==> config.mk <==
export PLATFORM = sky130hd
export DESIGN_NAME = ddr_cmd_timing
export DESIGN_NICKNAME = d
export VERILOG_FILES = /design/src/rtl/ddr_cmdbus_pkg.sv /design/src/rtl/cmdbus_stretch.sv /design/src/rtl/cmdbus_history.sv /design/src/rtl/cmdbus_park.sv /design/src/rtl/ddr_cmd_timing.sv
export SDC_FILE = /design/constraint.sdc
export NUM_CORES = 1
export LEC_CHECK = 0
export ABC_AREA = 1
export BUFFER_PORTS_ARGS = -buffer_cell sky130_fd_sc_hd__buf_2
export CORE_ASPECT_RATIO = 0.6
export CORE_UTILIZATION = 52
export CTS_CLUSTER_DIAMETER = 200
export DETAILED_ROUTE_END_ITERATION = 12
export PLACE_DENSITY = 0.79
export SLEW_MARGIN = 20
export SYNTH_ARGS = -nofsm -noshare
export SYNTH_HDL_FRONTEND = slang
export SYNTH_SLANG_ARGS = --single-unit
==> constraint.sdc <==
create_clock -name clk -period 1.62 [get_ports clk]
set_input_delay 0.324 -clock clk [delete_from_list [all_inputs] [get_ports clk]]
set_output_delay 0.324 -clock clk [all_outputs]
set_load 0.03 [all_outputs]
==> src/rtl/ddr_cmdbus_pkg.sv <==
package ddr_cmdbus_pkg;

  typedef enum logic [1:0] {
    HOLD_ONE  = 2'b00,
    HOLD_RSVD = 2'b01,
    HOLD_TWO  = 2'b10,
    HOLD_THREE = 2'b11
  } hold_mode_e;

  localparam int unsigned MAX_HOLD = 3;
  localparam int unsigned REM_W    = $clog2(MAX_HOLD);

  // Cycles a command stays on the pins beyond its first cycle.
  function automatic logic [REM_W-1:0] extra_hold(input logic [1:0] mode);
    logic [REM_W-1:0] r;
    case (hold_mode_e'(mode))
      HOLD_TWO:   r = REM_W'(1);
      HOLD_THREE: r = REM_W'(2);
      default:    r = '0;
    endcase
    return r;
  endfunction

  // Whether the pins must be driven for the given policy and power state.
  function automatic logic bus_drive(input logic park, input logic all_off,
                                     input logic in_sr);
    return park | ~(all_off | in_sr);
  endfunction

endpackage

==> src/rtl/cmdbus_stretch.sv <==
module cmdbus_stretch
  import ddr_cmdbus_pkg::*;
(
  input  logic       clk,
  input  logic       rst_n,
  input  logic       req_valid,
  input  logic [1:0] mode,
  output logic       ready,
  output logic       accept,
  output logic       busy
);

  logic [REM_W-1:0] rem_q;

  assign busy   = (rem_q != '0);
  assign ready  = ~busy;
  assign accept = req_valid & ready;

  always_ff @(posedge clk or negedge rst_n) begin
    if (!rst_n)      rem_q <= '0;
    else if (accept) rem_q <= extra_hold(mode);
    else if (busy)   rem_q <= rem_q - REM_W'(1);
  end

  // single-cycle modes never block the next slot
  a_r2_single_slot: assert property (@(posedge clk) disable iff (!rst_n)
    accept && !mode[1] |=> ready);
  // two-cycle hold blocks exactly one slot
  a_r2_double_slot: assert property (@(posedge clk) disable iff (!rst_n)
    accept && mode == 2'b10 |=> !ready ##1 ready);
  // three-cycle hold blocks exactly two slots
  a_r2_triple_slot: assert property (@(posedge clk) disable iff (!rst_n)
    accept && mode == 2'b11 |=> !ready ##1 !ready ##1 ready);

endmodule

==> src/rtl/cmdbus_history.sv <==
module cmdbus_history #(
  parameter int unsigned CMD_W  = 4,
  parameter int unsigned ADDR_W = 20
) (
  input  logic              clk,
  input  logic              rst_n,
  input  logic              accept,
  input  logic [CMD_W-1:0]  cmd,
  input  logic [ADDR_W-1:0] addr,
  output logic [CMD_W-1:0]  last_cmd,
  output logic [ADDR_W-1:0] last_addr,
  output logic              issued
);

  always_ff @(posedge clk or negedge rst_n) begin
    if (!rst_n) begin
      last_cmd  <= '1;
      last_addr <= '0;
      issued    <= 1'b0;
    end else if (accept) begin
      last_cmd  <= cmd;
      last_addr <= addr;
      issued    <= 1'b1;
    end
  end

  // once set, the history flag stays set until reset
  a_r6_issued_sticky: assert property (@(posedge clk) disable iff (!rst_n)
    issued |=> issued);

endmodule

==> src/rtl/cmdbus_park.sv <==
module cmdbus_park
  import ddr_cmdbus_pkg::*;
#(
  parameter int unsigned NRANK = 4
) (
  input  logic             clk,
  input  logic             rst_n,
  input  logic             park,
  input  logic [NRANK-1:0] rank_cke_off,
  input  logic             self_refresh,
  output logic             oe
);

  logic [NRANK:0] off_chain;
  logic           all_off;

  assign off_chain[0] = 1'b1;
  for (genvar g = 0; g < NRANK; g++) begin : g_rank
    assign off_chain[g+1] = off_chain[g] & rank_cke_off[g];
  end
  assign all_off = off_chain[NRANK];

  always_ff @(posedge clk or negedge rst_n) begin
    if (!rst_n) oe <= 1'b0;
    else        oe <= bus_drive(park, all_off, self_refresh);
  end

  // always-drive policy keeps the pins enabled
  a_r8_park_drives: assert property (@(posedge clk) disable iff (!rst_n)
    park |=> oe);
  // powered-down channel under policy 0 releases the bus
  a_r8_idle_release: assert property (@(posedge clk) disable iff (!rst_n)
    !park && (self_refresh || (&rank_cke_off)) |=> !oe);
  // active channel under policy 0 drives the bus
  a_r8_active_drive: assert property (@(posedge clk) disable iff (!rst_n)
    !park && !self_refresh && !(&rank_cke_off) |=> oe);

endmodule

==> src/rtl/ddr_cmd_timing.sv <==
module ddr_cmd_timing
  import ddr_cmdbus_pkg::*;
#(
  parameter int unsigned CMD_W  = 4,
  parameter int unsigned ADDR_W = 20,
  parameter int unsigned NRANK  = 4,
  parameter logic [CMD_W-1:0] NOP_CODE = {CMD_W{1'b1}}
) (
  input  logic              clk,
  input  logic              rst_n,
  input  logic              sched_valid,
  input  logic [CMD_W-1:0]  sched_cmd,
  input  logic [ADDR_W-1:0] sched_addr,
  output logic              sched_ready,
  input  logic [NRANK-1:0]  rank_cke_off,
  input  logic              self_refresh,
  input  logic [1:0]        cfg_stretch,
  input  logic              cfg_park,
  output logic [CMD_W-1:0]  pin_cmd,
  output logic [ADDR_W-1:0] pin_addr,
  output logic              pin_oe
);

  // Named internal events
  logic              ev_accept;
  logic              ev_busy;
  logic              ev_idle;
  logic              hist_valid;
  logic [CMD_W-1:0]  hist_cmd;
  logic [ADDR_W-1:0] hist_addr;
  logic [CMD_W-1:0]  nxt_cmd;
  logic [ADDR_W-1:0] nxt_addr;

  cmdbus_stretch u_stretch (
    .clk       (clk),
    .rst_n     (rst_n),
    .req_valid (sched_valid),
    .mode      (cfg_stretch),
    .ready     (sched_ready),
    .accept    (ev_accept),
    .busy      (ev_busy)
  );

  cmdbus_history #(.CMD_W(CMD_W), .ADDR_W(ADDR_W)) u_hist (
    .clk       (clk),
    .rst_n     (rst_n),
    .accept    (ev_accept),
    .cmd       (sched_cmd),
    .addr      (sched_addr),
    .last_cmd  (hist_cmd),
    .last_addr (hist_addr),
    .issued    (hist_valid)
  );

  cmdbus_park #(.NRANK(NRANK)) u_park (
    .clk          (clk),
    .rst_n        (rst_n),
    .park         (cfg_park),
    .rank_cke_off (rank_cke_off),
    .self_refresh (self_refresh),
    .oe           (pin_oe)
  );

  assign ev_idle = ~ev_accept & ~ev_busy;

  always_comb begin
    nxt_cmd  = pin_cmd;
    nxt_addr = pin_addr;
    if (ev_accept) begin
      nxt_cmd  = sched_cmd;
      nxt_addr = sched_addr;
    end else if (ev_idle) begin
      if (cfg_park && hist_valid) begin
        nxt_cmd  = hist_cmd;
        nxt_addr = hist_addr;
      end else if (cfg_park) begin
        nxt_cmd  = NOP_CODE;
        nxt_addr = '0;
      end else begin
        nxt_cmd  = NOP_CODE;
      end
    end
  end

  always_ff @(posedge clk or negedge rst_n) begin
    if (!rst_n) begin
      pin_cmd  <= NOP_CODE;
      pin_addr <= '0;
    end else begin
      pin_cmd  <= nxt_cmd;
      pin_addr <= nxt_addr;
    end
  end

  // accepted command reaches the pins on the next cycle
  a_r1_launch: assert property (@(posedge clk) disable iff (!rst_n)
    ev_accept |=> pin_cmd == $past(sched_cmd) && pin_addr == $past(sched_addr));
  // no change on the pins while a hold is running
  a_r3_hold_stable: assert property (@(posedge clk) disable iff (!rst_n)
    ev_busy |=> $stable(pin_cmd) && $stable(pin_addr));
  // policy 0 idle slot carries NOP and keeps the address
  a_r5_idle_nop: assert property (@(posedge clk) disable iff (!rst_n)
    ev_idle && !cfg_park |=> pin_cmd == NOP_CODE && $stable(pin_addr));
  // policy 1 idle slot re-drives history
  a_r6_redrive: assert property (@(posedge clk) disable iff (!rst_n)
    ev_idle && cfg_park && hist_valid |=> pin_cmd == $past(hist_cmd) && pin_addr == $past(hist_addr));
  // nothing issued yet means NOP with zero address
  a_r7_fresh_nop: assert property (@(posedge clk) disable iff (!rst_n)
    !hist_valid |-> pin_cmd == NOP_CODE && pin_addr == '0);

endmodule

# [Yosys cells after proc, flatten, opt, wreduce, memory -nomap -nowiden]
# Index checks and enable logic that the tools add are counted.
[word_totals] ff_bits=52 inputBits=35 elab_cells=36
[op_classes] add_sub_neg=1 n_eq_ne=2 n_mux=10 n_bitwise=10 reduce_logical=6
[ops] op="2-to-1 mux 20 bit" count=4
[ops] op="2-to-1 mux 4 bit" count=3
[ops] op="nonzero test 2 bit" count=3
[ops] op="AND 1 bit" count=5
[ops] op="== test 2 bit (second input constant)" count=2
[ops] op="2-to-1 mux 2 bit" count=2
[ops] op="one-hot mux 2 bit (2 select lines)" count=1
[ops] op="inverter 1 bit" count=3
[ops] op="nonzero test 3 bit" count=1
[ops] op="bitwise OR 1 bit" count=2
[ops] op="AND reduction 2 bit" count=1
[ops] op="subtractor 2 x 1 -> 2 bit (second input constant)" count=1
[ops] op="logical AND 1 bit" count=1

# [Depth between registers and ports, before layout]
# Gate-level depths: netlist (run 1).
[logic_depth] depth_word=7 depth_mapped=9

# [Cells and area by module]
# A second synthesis (run 1) with hierarchy kept.
[hier_totals] hier_cells=339 hier_area_um2=2572.5
[by_module_without_submodules] mod="ddr_cmd_timing" n_inst=1 cells_each=201 area_each_um2=1362.6 seq_area_each_um2=605.6
[by_module_without_submodules] mod="cmdbus_history" n_inst=1 cells_each=104 area_each_um2=992.2 seq_area_each_um2=630.6
[by_module_without_submodules] mod="cmdbus_stretch" n_inst=1 cells_each=27 area_each_um2=168.9 seq_area_each_um2=50.0
[by_module_without_submodules] mod="cmdbus_park" n_inst=1 cells_each=7 area_each_um2=48.8 seq_area_each_um2=25.0

# [Worst setup path after synthesis (run 1)]
# OpenSTA, ideal clock, no wires.
[synth_timing] path_type="reg-to-reg" start="register u_stretch.rem_q[0]" end="register pin_addr[0]" setup_time_ns=0.117 arrival_time_ns=1.448 required_ns=1.503 slack_ns=0.054 path_stages_with_launch=10 path_buffers=2 synth_period_minus_slack_ns=1.566 cell_sequence="dfrtp_1 inv_1 ha_1 buf_6 nand2_8 nand2_1 nand2_1 buf_6 nand2_1 nand2_1"
[synth_between] elab_chain_cells=7
[synth_lines] item="from (decl)" line_no="cmdbus_stretch.sv:13" source="logic [REM_W-1:0] rem_q;"
[synth_lines] item="from (signal assigned)" line_no="cmdbus_stretch.sv:21" source="else if (accept) rem_q <= extra_hold(mode);"
[synth_lines] item="from (signal assigned)" line_no="cmdbus_stretch.sv:22" source="else if (busy) rem_q <= rem_q - REM_W'(1);"
[synth_lines] item="nonzero test 2 bit (*)" line_no="cmdbus_stretch.sv:15" source="assign busy = (rem_q != '0);"
[synth_lines] item="inverter 1 bit (*)" line_no="cmdbus_stretch.sv:16" source="assign ready = ~busy;"
[synth_lines] item="via sched_ready" line_no="ddr_cmd_timing.sv:14" source="output logic sched_ready,"
[synth_lines] item="AND 1 bit" line_no="cmdbus_stretch.sv:17" source="assign accept = req_valid & ready;"
[synth_lines] item="inverter 1 bit" line_no="ddr_cmd_timing.sv:64" source="assign ev_idle = ~ev_accept & ~ev_busy;"
[synth_lines] item="AND 1 bit" line_no="ddr_cmd_timing.sv:64"
[synth_lines] item="nonzero test 2 bit (no line)"
[synth_lines] item="AND reduction 2 bit (no line)"
[synth_lines] item="to (signal assigned)" line_no="ddr_cmd_timing.sv:91" source="pin_addr <= nxt_addr;"
[synth_lines] item="to (decl)" line_no="ddr_cmd_timing.sv:20" source="output logic [ADDR_W-1:0] pin_addr,"
# Mark *: on every way through the listed nets, which the timed path passes. The rest lies on a longest branch.
# A chain may end at the register's enable or synchronous reset.

# [Worst setup path after layout (run 1)]
[layout_timing] start="register u_stretch.rem_q[0]" end="output sched_ready"
[layout_between] elab_chain_cells=2
[layout_lines] item="nonzero test 2 bit" line_no="cmdbus_stretch.sv:15"
[layout_lines] item="inverter 1 bit" line_no="cmdbus_stretch.sv:16"
[layout_lines] item="to (decl)" line_no="ddr_cmd_timing.sv:14"
# No other way between the ends.

==> results.yml, run 1 <==
layout:
  layout-drive-gt1-share_pct: 28.57
  final_cell_mix: "nand2_1 (117), buf_2 (59), dfrtp_1 (44)"
  nets: 358
  antennaDiodeCount: 0
  area_growth_pct: 20.43
  final_area_um2: 2759
  fill_cells: 362
  layout_commonest_cell: "nand2_1"
logic_synthesis:
  ys_warn_count: 0
  syn-instance-count: 257
  yosysUniqueCellTypes: 17
  ys.flop_type: "dfrtp_1"
  syn-num-nets: 294
  syn_avg_cell_area_um2: 8.914
  synth.ff_latch_count: 52
  synth_edf_count: 0
  seq_area_frac_synth_pct: 57.24
  syn_area_um2: 2291
  async_flop_share_pct: 100.0
floorplanning:
  core_area_um2: 4167
  pin_count: 61
  dieArea_um2: 4684
  die_h_um: 53.42
  start_util_pct: 54.98
  die_w_um: 87.69
  row_count: 18
global_routing:
  grt_util_met2_pct: 36.20
  overflow: 0
  antenna_found_initial: 0
  grt_pass1_wl_mm: 7.734
  grt_max_degree: 53
  grt_busiest_layer: "met2"
  met3_usage_pct: 5.616
  grt_pass1_vias: 1753
  track_usage_pct: 22.53
  use_met1_pct: 30.13
power:
  finalPower_mw: 5.333
  irDropWorstVdd_mv: 1.087
  power.clock.fraction_pct: 16.5
  power.leakage_nw: 1.561
  p_seq_share_pct: 39.6
  power_frac_comb_pct: 44.0
  powerDensity_nw_per_um2: 1933
  swShare_pct: 41.57
  p_int_mw: 3.116
  power.switching_mw: 2.217
routing:
  drcViolationCount: 0
  via_per_inst: 4.992
  dr.pass1.iters: 4
  vias: 1907
  drt_iter0_markers: 80
  drt.antenna.violating_nets: 0
  wl_mm: 4.645
  routedWlPerCell_um: 12.16
critical_path:
  cp-end-kind: "output port"
  critPathKind: "reg -> out"
  cp-start-kind: "flop"
  crit_slowest_cell: "dfrtp_1"
  path_cells: "inv_2, ha_4, buf_6"
  cp_data_required_time_ns: 1.30
  cpPeakStageDelay_ns: 0.42
  worstPathArrival_ns: 1.21
  worstPathMaxFanout: 11
sta:
  max_freq_mhz: 649.8
  rsz0062_at_grt: "false"
  holdWs_ns: 0.1956
  finalHoldViolCount: 0
  drv_slew: 0
  setup-tns-final_ns: 0
  timing.final.crit_share_pct: 94.99
  setup_viol: 0
  skew_ns: 0.005485
  tightest_slew_ns: 0.2681
  relSlewSlack_pct: 82.13
  min_period_ns: 1.539
placement:
  place.gp.congestion: 0.7645
  dp_hpwl_mm: 3.211
  dpl-instance-area_um2: 2626
  io_buffers: 60
cts:
  cts_num_sinks: 52
  cts_buffers: 5
  cts_root_buffer: "clkbuf_8"
  clk_latency_ns: 0.31
  cts_buffer_depth: 2
  path_clk_slew_ns: 0.09
  cts.htree.levels: 2
  cts_tree: "done"
run:
  max_cap_violations: 0
run_status:
  status: "complete, no violations"
min_path:
  min-delay-path-class: "in -> reg"
## worst paths after layout
| check | start | endpoint | slack [ns] | cells after the start |
|---|---|---|---|---|
| setup / recovery | u_stretch.rem_q[0]$_DFFE_PN0P_ | sched_ready | 0.08 | 3 |
| hold / removal | self_refresh | u_park.oe$_DFF_PN0_ | 0.20 | 2 |
| setup reg to reg | u_stretch.rem_q[0]$_DFFE_PN0P_ | pin_addr[15]$_DFFE_PN0P_ | 0.12 | 7 |
| hold reg to reg | u_hist.last_addr[7]$_DFFE_PN0P_ | u_hist.last_addr[7]$_DFFE_PN0P_ | 0.47 | 2 |
| max in group asynchronous | rst_n | pin_cmd[3]$_DFFE_PN1P_ | 0.79 | 3 |
| min in group asynchronous | rst_n | pin_addr[0]$_DFFE_PN0P_ | 0.54 | 3 |
## routing by layer
metal	up-vias	part of all wire, %
li1	942	-
met1	896	48
met2	66	45
met3	3	5.9
met4	0	0.65
met5	-	0
## synth_stat cells, types with 2 or more instances
| library cell | number | area [um2] |
|---|---|---|
| ha_1 | 2 | 25.02 |
| buf_4 | 2 | 15.01 |
| nand3_2 | 2 | 20.02 |
| o211ai_1 | 2 | 15.01 |
| nand3_1 | 43 | 215.2 |
| dfstp_2 | 8 | 210.2 |
| clkbuf_1 | 2 | 7.510 |
| inv_1 | 6 | 22.52 |
| buf_6 | 10 | 112.6 |
| dfrtp_1 | 44 | 1101 |
| nor2_1 | 14 | 52.55 |
| nand2_1 | 117 | 439.2 |
## stage by stage
stage	setup slack [ns]	std cells	utilization [%]
2_1_floorplan	0.05436	257	-
3_3_place_gp	0.1542	374	63.03
3_5_place_dp	0.09571	374	63.03
4_1_cts	0.08261	382	66.22
5_1_grt	0.002169	382	66.22
6_report	0.08118	382	66.22
## registers in the layout (all words and copies together) (netlist names)
signal            count
u_hist.last_cmd       4
u_park.oe             1
u_hist.last_addr     20
u_stretch.rem_q       2
pin_cmd               4
u_hist.issued         1
pin_addr             20
## worst max-delay path, delay by kind of cell (launching register included)
| family | cells | cell delay, ns |
|---|---|---|
| adder cells (fa/ha/maj) | 1 | 0.24 |
| buffers and inverters | 2 | 0.25 |
| flip-flops | 1 | 0.42 |
## power by group through the flow
stage	sequential, mW	clock (mW)	combinational [mW]
floorplan	2.60	0	1.31
global placement	2.12	0	2.25
detailed placement	2.13	0	2.31
CTS	2.11	0.898	2.37
global route	2.18	0.938	2.62
finish	2.11	0.878	2.34
## repair_timing
action                     CTS  global route
resized for setup            5             0
hold endpoints to repair    10             0
setup buffers                0             0
setup endpoints to repair    1             0
hold buffers                 1             0
## cells by family after synthesis
kind of cell / synth area share, %
buffers and inverters: 6.881
AO/OA/AOI/OAI: 1.584
AND/OR/NAND/NOR: 33.21
adder cells (fa/ha/maj): 1.092
flip-flops: 57.24
## cell type report
| cell class | count | area [um2] | share of cell area, % |
|---|---|---|---|
| Clock buffer | 5 | 68.82 | 2.494 |
| Multi-Input combinational cell | 185 | 834.6 | 30.25 |
| Timing Repair Buffer | 71 | 404.1 | 14.65 |
| Clock inverter | 3 | 42.54 | 1.542 |
| Inverter | 6 | 22.52 | 0.8163 |
| Sequential cell | 52 | 1311 | 47.53 |
| Tap cell | 60 | 75.07 | 2.721 |
Note: power is estimated with default switching activity, not from simulation.
==> run 2, diff against run 1 <==
--- a/config.mk
+++ b/config.mk
@@ -7,7 +7,7 @@
 export LEC_CHECK = 0
 export ABC_AREA = 1
 export BUFFER_PORTS_ARGS = -buffer_cell sky130_fd_sc_hd__buf_2
-export CORE_ASPECT_RATIO = 0.6
+export CORE_ASPECT_RATIO = 0.5
 export CORE_UTILIZATION = 52
 export CTS_CLUSTER_DIAMETER = 200
 export DETAILED_ROUTE_END_ITERATION = 12
==> run 2 against run 1 <==
Net effect: final cell count decreased by 1.0%; fmax decreased by 1.5%; flip-flop and latch count unchanged; non-clock buffer count increased by 2; critical path depth increased by 1; sequential share of layout area decreased by 0.55 points; die area increased by 0.16%; critical endpoint unchanged; clock power increased by 2%; combinational power increased by 5%; sequential power about the same; wire length increased by 7.5%.
==> results.yml, run 2 (synthesis gave the netlist of run 1 again) <==
run_status:
  status: "complete, no violations"
sta:
  setup_viol: 0
  tightest_slew_ns: 0.3885
  min_period_ns: 1.562
  drv_slew: 0
  setup-tns-final_ns: 0
  finalHoldViolCount: 0
  rsz0062_at_grt: "false"
  skew_ns: 0.008480
  max_freq_mhz: 640.2
  relSlewSlack_pct: 74.10
  timing.final.crit_share_pct: 96.42
run:
  max_cap_violations: 0
critical_path:
  worstPathArrival_ns: 1.24
  rr_startpoint: "u_stretch.rem_q[0]$_DFFE_PN0P_"
  reg2reg_setup_slack_ns: 0.19
  critPathKind: "reg -> out"
  cpPeakStageDelay_ns: 0.40
  worstPathMaxFanout: 5
  reg2reg_to: "pin_addr[12]$_DFFE_PN0P_"
  path_delay_family: "flip-flops"
  cp-start-kind: "flop"
  crit_slowest_cell: "dfrtp_1"
  ff2ff_path_depth: 7
  cp-end-kind: "output port"
  cp_data_required_time_ns: 1.30
  cp.buffers_inverters: 3
  path_cells: "inv_2, ha_4, buf_4, buf_6"
routing:
  drt_iter0_markers: 96
  routedWlPerCell_um: 13.21
  wl_mm: 4.994
  drt.antenna.violating_nets: 0
  dr.pass1.iters: 4
  vias: 1939
  drcViolationCount: 0
  via_per_inst: 5.130
power:
  finalPower_mw: 5.470
  powerDensity_nw_per_um2: 1960
  irDropWorstVdd_mv: 0.9302
  power.leakage_nw: 1.579
global_routing:
  grt_pass1_wl_mm: 8.652
  overflow: 0
  track_usage_pct: 24.00
  grt_max_degree: 28
  grt_pass1_vias: 1882
  antenna_found_initial: 0
cts:
  cts_buffers: 5
  cts_tree: "done"
  cts.htree.levels: 2
  cts_root_buffer: "clkbuf_8"
  path_clk_slew_ns: 0.09
  cts_buffer_depth: 2
  cts_num_sinks: 52
  clk_latency_ns: 0.30
layout:
  layout-drive-gt1-share_pct: 29.32
  layout_commonest_cell: "nand2_1"
  area_growth_pct: 21.85
  final_cell_mix: "nand2_1 (117), buf_2 (59), dfrtp_1 (44)"
  final_area_um2: 2791
  nets: 360
  antennaDiodeCount: 0
  reg.largest.list: "pin_addr: 20 flops, u_hist.last_addr: 20 flops"
floorplanning:
  die_w_um: 95.87
  dieArea_um2: 4691
  start_util_pct: 56.37
  pin_count: 61
  die_h_um: 48.94
  row_count: 16
  core_area_um2: 4064
min_path:
  hp-start: "self_refresh"
  holdPathStages: 2
  worstHoldEndpoint: "u_park.oe$_DFF_PN0_"
  min-delay-path-class: "in -> reg"
placement:
  place.gp.congestion: 0.7546
  dpl-instance-area_um2: 2644
  io_buffers: 60
  dp_hpwl_mm: 3.545
## run 2: cell types whose count changed in the layout (fill, tap and decap cells not counted)
cell,delta
buf_12,+2
inv_1,-1
inv_2,+1
## run 2: per-layer routing
metal	share of wire (%)	routed length, um	GRT usage (%)
met1	46	2320	34.24
met4	1.3	65	6.965
met5	0	0	0
met2	46	2300	36.31
met3	6.1	307	6.386
## run 2: power breakdown
part	internal, mW	switching, mW	leakage, nW
registers	1.91	0.219	0.642
logic	0.811	1.64	0.882
clock network	0.458	0.437	0.0541
total	3.18	2.29	1.58
## run 2: per-stage QoR
stage	hold WS (ns)	utilization, %	setup WS, ns	cells
after detailed placement	0.2672	65.06	0.06374	368
after floorplan	0.02841	-	0.05436	257
final	0.2056	68.69	0.05807	378
after global routing	0.2212	68.69	0.01698	378
after global placement	0.2646	65.06	0.09376	368
after CTS	0.2054	68.41	0.005912	377
## run 2: worst register-to-register path: stages, from the launching register on
cell and delay (ns):
dfrtp_1 0.40, inv_2 0.09, ha_4 0.17, buf_4 0.27, nand3_1 0.17, nand2_1 0.12
nand3_1 0.09, nand2_1 0.06
## run 2: worst max path at each step
| stage | start | endpoint | cells after the start |
|---|---|---|---|
| 6_report | u_stretch.rem_q[0]$_DFFE_PN0P_ | sched_ready | 4 |
| 5_1_grt | u_stretch.rem_q[0]$_DFFE_PN0P_ | sched_ready | 4 |
| 4_1_cts | u_stretch.rem_q[1]$_DFFE_PN0P_ | sched_ready | 4 |
| 3_5_place_dp | u_stretch.rem_q[0]$_DFFE_PN0P_ | pin_addr[3]$_DFFE_PN0P_ | 7 |
| 3_3_place_gp | u_stretch.rem_q[0]$_DFFE_PN0P_ | pin_addr[3]$_DFFE_PN0P_ | 7 |
| 2_1_floorplan | u_stretch.rem_q[0]$_DFFE_PN0P_ | pin_addr[0]$_DFFE_PN0P_ | 9 |
## run 2: area by class of cell
| cell class | instances | area, um2 |
|---|---|---|
| Inverter | 6 | 22.52 |
| Clock buffer | 5 | 68.82 |
| Timing Repair Buffer | 73 | 444.2 |
| Multi-Input combinational cell | 185 | 834.6 |
| Sequential cell | 52 | 1311 |
| Tap cell | 54 | 67.56 |
| Clock inverter | 3 | 42.54 |
| Fill cell | 310 | 1272 |
## run 2: repair_timing
item	in CTS	in global routing
setup endpoints to repair	1	1
buffers inserted	0	1
endpoints found under the hold margin	10	0
gates cloned	0	0
hold buffers	1	0
resized for setup	4	2
==> run 3, diff against run 2 <==
--- a/config.mk
+++ b/config.mk
@@ -7,11 +7,13 @@
 export LEC_CHECK = 0
 export ABC_AREA = 1
 export BUFFER_PORTS_ARGS = -buffer_cell sky130_fd_sc_hd__buf_2
+export CELL_PAD_IN_SITES_DETAIL_PLACEMENT = 0
+export CELL_PAD_IN_SITES_GLOBAL_PLACEMENT = 1
 export CORE_ASPECT_RATIO = 0.5
-export CORE_UTILIZATION = 52
+export CORE_UTILIZATION = 35
 export CTS_CLUSTER_DIAMETER = 200
 export DETAILED_ROUTE_END_ITERATION = 12
-export PLACE_DENSITY = 0.79
+export PLACE_DENSITY_LB_ADDON = 0.1
 export SLEW_MARGIN = 20
 export SYNTH_ARGS = -nofsm -noshare
 export SYNTH_HDL_FRONTEND = slang
==> run 3 against run 2 <==
Net effect: cell area rose by 3.4%; combinational power about the same; clock-buffer cell count up 1; flip-flop and latch count is the same; non-clock buffer count is 1 lower; via count is 4.2% lower; register-to-register slack is essentially flat; critical path depth unchanged; die area is 47% higher; clock skew decreased by 0.0053 ns; global-route usage fell by 6.5 points; critical endpoint unchanged; final cell count increased by 8.7%.
==> results.yml, run 3 (synthesis gave the netlist of run 1 again) <==
floorplanning:
  die_h_um: 59.21
  dieArea_um2: 6893
  start_util_pct: 37.06
  core_area_um2: 6181
  pin_count: 61
  row_count: 20
  die_w_um: 116.4
sta:
  min_period_ns: 1.560
  relSlewSlack_pct: 71.26
  setup_ws_ns: 0.05979
  tightest_slew_ns: 0.4311
  drv_slew: 0
  rsz0062_at_grt: "false"
  finalHoldViolCount: 0
  setup-tns-final_ns: 0
  skew_ns: 0.003196
  timing.final.crit_share_pct: 96.31
  setup_viol: 0
  max_freq_mhz: 640.9
global_routing:
  track_usage_pct: 17.46
  grt_pass1_wl_mm: 8.894
  grt_max_degree: 29
  antenna_found_initial: 0
  grt_pass1_vias: 1879
  overflow: 0
power:
  powerDensity_nw_per_um2: 1982
  power.leakage_nw: 1.602
  irDropWorstVdd_mv: 0.9117
layout:
  layout-drive-gt1-share_pct: 28.79
  reg.largest.list: "pin_addr: 20 flops, u_hist.last_addr: 20 flops"
  antennaDiodeCount: 0
  final_cell_mix: "nand2_1 (117), buf_2 (59), dfrtp_1 (44)"
  layout_commonest_cell: "nand2_1"
  nets: 359
  area_growth_pct: 26.00
critical_path:
  cp_data_required_time_ns: 1.30
  reg2reg_setup_slack_ns: 0.18
  reg2reg_to: "pin_addr[10]$_DFFE_PN0P_"
  worstPathMaxFanout: 11
  crit_path_end: "sched_ready"
  worstPathArrival_ns: 1.24
  ff2ff_path_depth: 8
  critPathKind: "reg -> out"
  worstSetupStartpoint: "u_stretch.rem_q[1]$_DFFE_PN0P_"
  cp-end-kind: "output port"
  rr_startpoint: "u_stretch.rem_q[0]$_DFFE_PN0P_"
  cp-start-kind: "flop"
run_status:
  status: "complete, no violations"
placement:
  io_buffers: 60
  place.gp.congestion: 0.7444
  dp_hpwl_mm: 3.745
  pre_cts_slack_ns: 0.05522
routing:
  wl_mm: 5.309
  drt.antenna.violating_nets: 0
  drt_iter0_markers: 106
  via_per_inst: 4.518
  vias: 1857
  drcViolationCount: 0
  routedWlPerCell_um: 12.92
  dr.pass1.iters: 4
run:
  max_cap_violations: 0
cts:
  path_clk_slew_ns: 0.07
  cts.htree.levels: 2
  cts_buffers: 5
  cts_num_sinks: 52
  cts_root_buffer: "clkbuf_16"
  cts_buffer_depth: 2
  cts_tree: "done"
  clk_latency_ns: 0.28
min_path:
  holdPathStages: 2
  min-delay-path-class: "in -> reg"
run 3: cell types whose count changed in the layout (fill, tap and decap cells not counted):
cell and change:
clkbuf_16 +5, clkinvlp_4 -1, buf_8 +1, buf_4 -2, clkbuf_1 +1, clkbuf_8 -5
run 3: power by group:
| part | switching (mW) | leakage (nW) | internal, mW |
|---|---|---|---|
| Clock | 0.452 | 0.0808 | 0.727 |
| Sequential | 0.212 | 0.642 | 1.91 |
| Combinational | 1.62 | 0.879 | 0.794 |
run 3: metrics by stage:
stage                     power, mW  util, %  area, um2  cells  hold WS, ns
after detailed placement      4.497    43.46       2686    402       0.2822
after CTS                     5.779    46.58       2879    411       0.2220
final                         5.721    46.70       2887    411       0.2276
after floorplan               3.915        -       2291    257      0.02841
after global routing          6.162    46.70       2887    411       0.2381
after global placement        4.452    43.46       2686    402       0.2889
run 3: what timing repair did:
item	4_1_cts	5_1_grt
hold buffers	1	0
gates cloned	0	0
pin swaps	1	0
buffers inserted	0	0
endpoints found under the setup margin	1	1
gates resized for setup	6	2
endpoints found under the hold margin	14	0
run 3: worst min-delay path by stage:
stage,startpoint,to,slack [ns]
floorplan,rst_n,pin_addr[0]$_DFFE_PN0P_,0.03
global placement,rst_n,u_park.oe$_DFF_PN0_,0.29
detailed placement,rst_n,u_hist.last_addr[11]$_DFFE_PN0P_,0.28
CTS,self_refresh,u_park.oe$_DFF_PN0_,0.22
global route,self_refresh,u_park.oe$_DFF_PN0_,0.24
finish,self_refresh,u_park.oe$_DFF_PN0_,0.23
run 3: worst max-delay path: stages, from the launching register on:
cell     delay [ns]
dfrtp_1        0.40
inv_2          0.09
ha_4           0.18
buf_8          0.14
buf_6          0.13
run 3: area by class of cell:
class / count / area [um2]
clock inverter: 2 / 35.03
fill: 646 / 3294
inverter: 6 / 22.52
tap: 88 / 110.1
sequential: 52 / 1311
multi-input combinational: 185 / 834.6
clock buffer: 6 / 128.9
timing repair buffer: 72 / 444.2
run 3: per-layer routing:
metal | global-route usage (%) | wire length (um) | vias to the layer above
li1 | - | - | 947
met1 | 24.25 | 2803 | 859
met2 | 26.63 | 2214 | 49
met3 | 5.010 | 276 | 2
met4 | 5.128 | 15 | 0
met5 | 0 | 0 | -
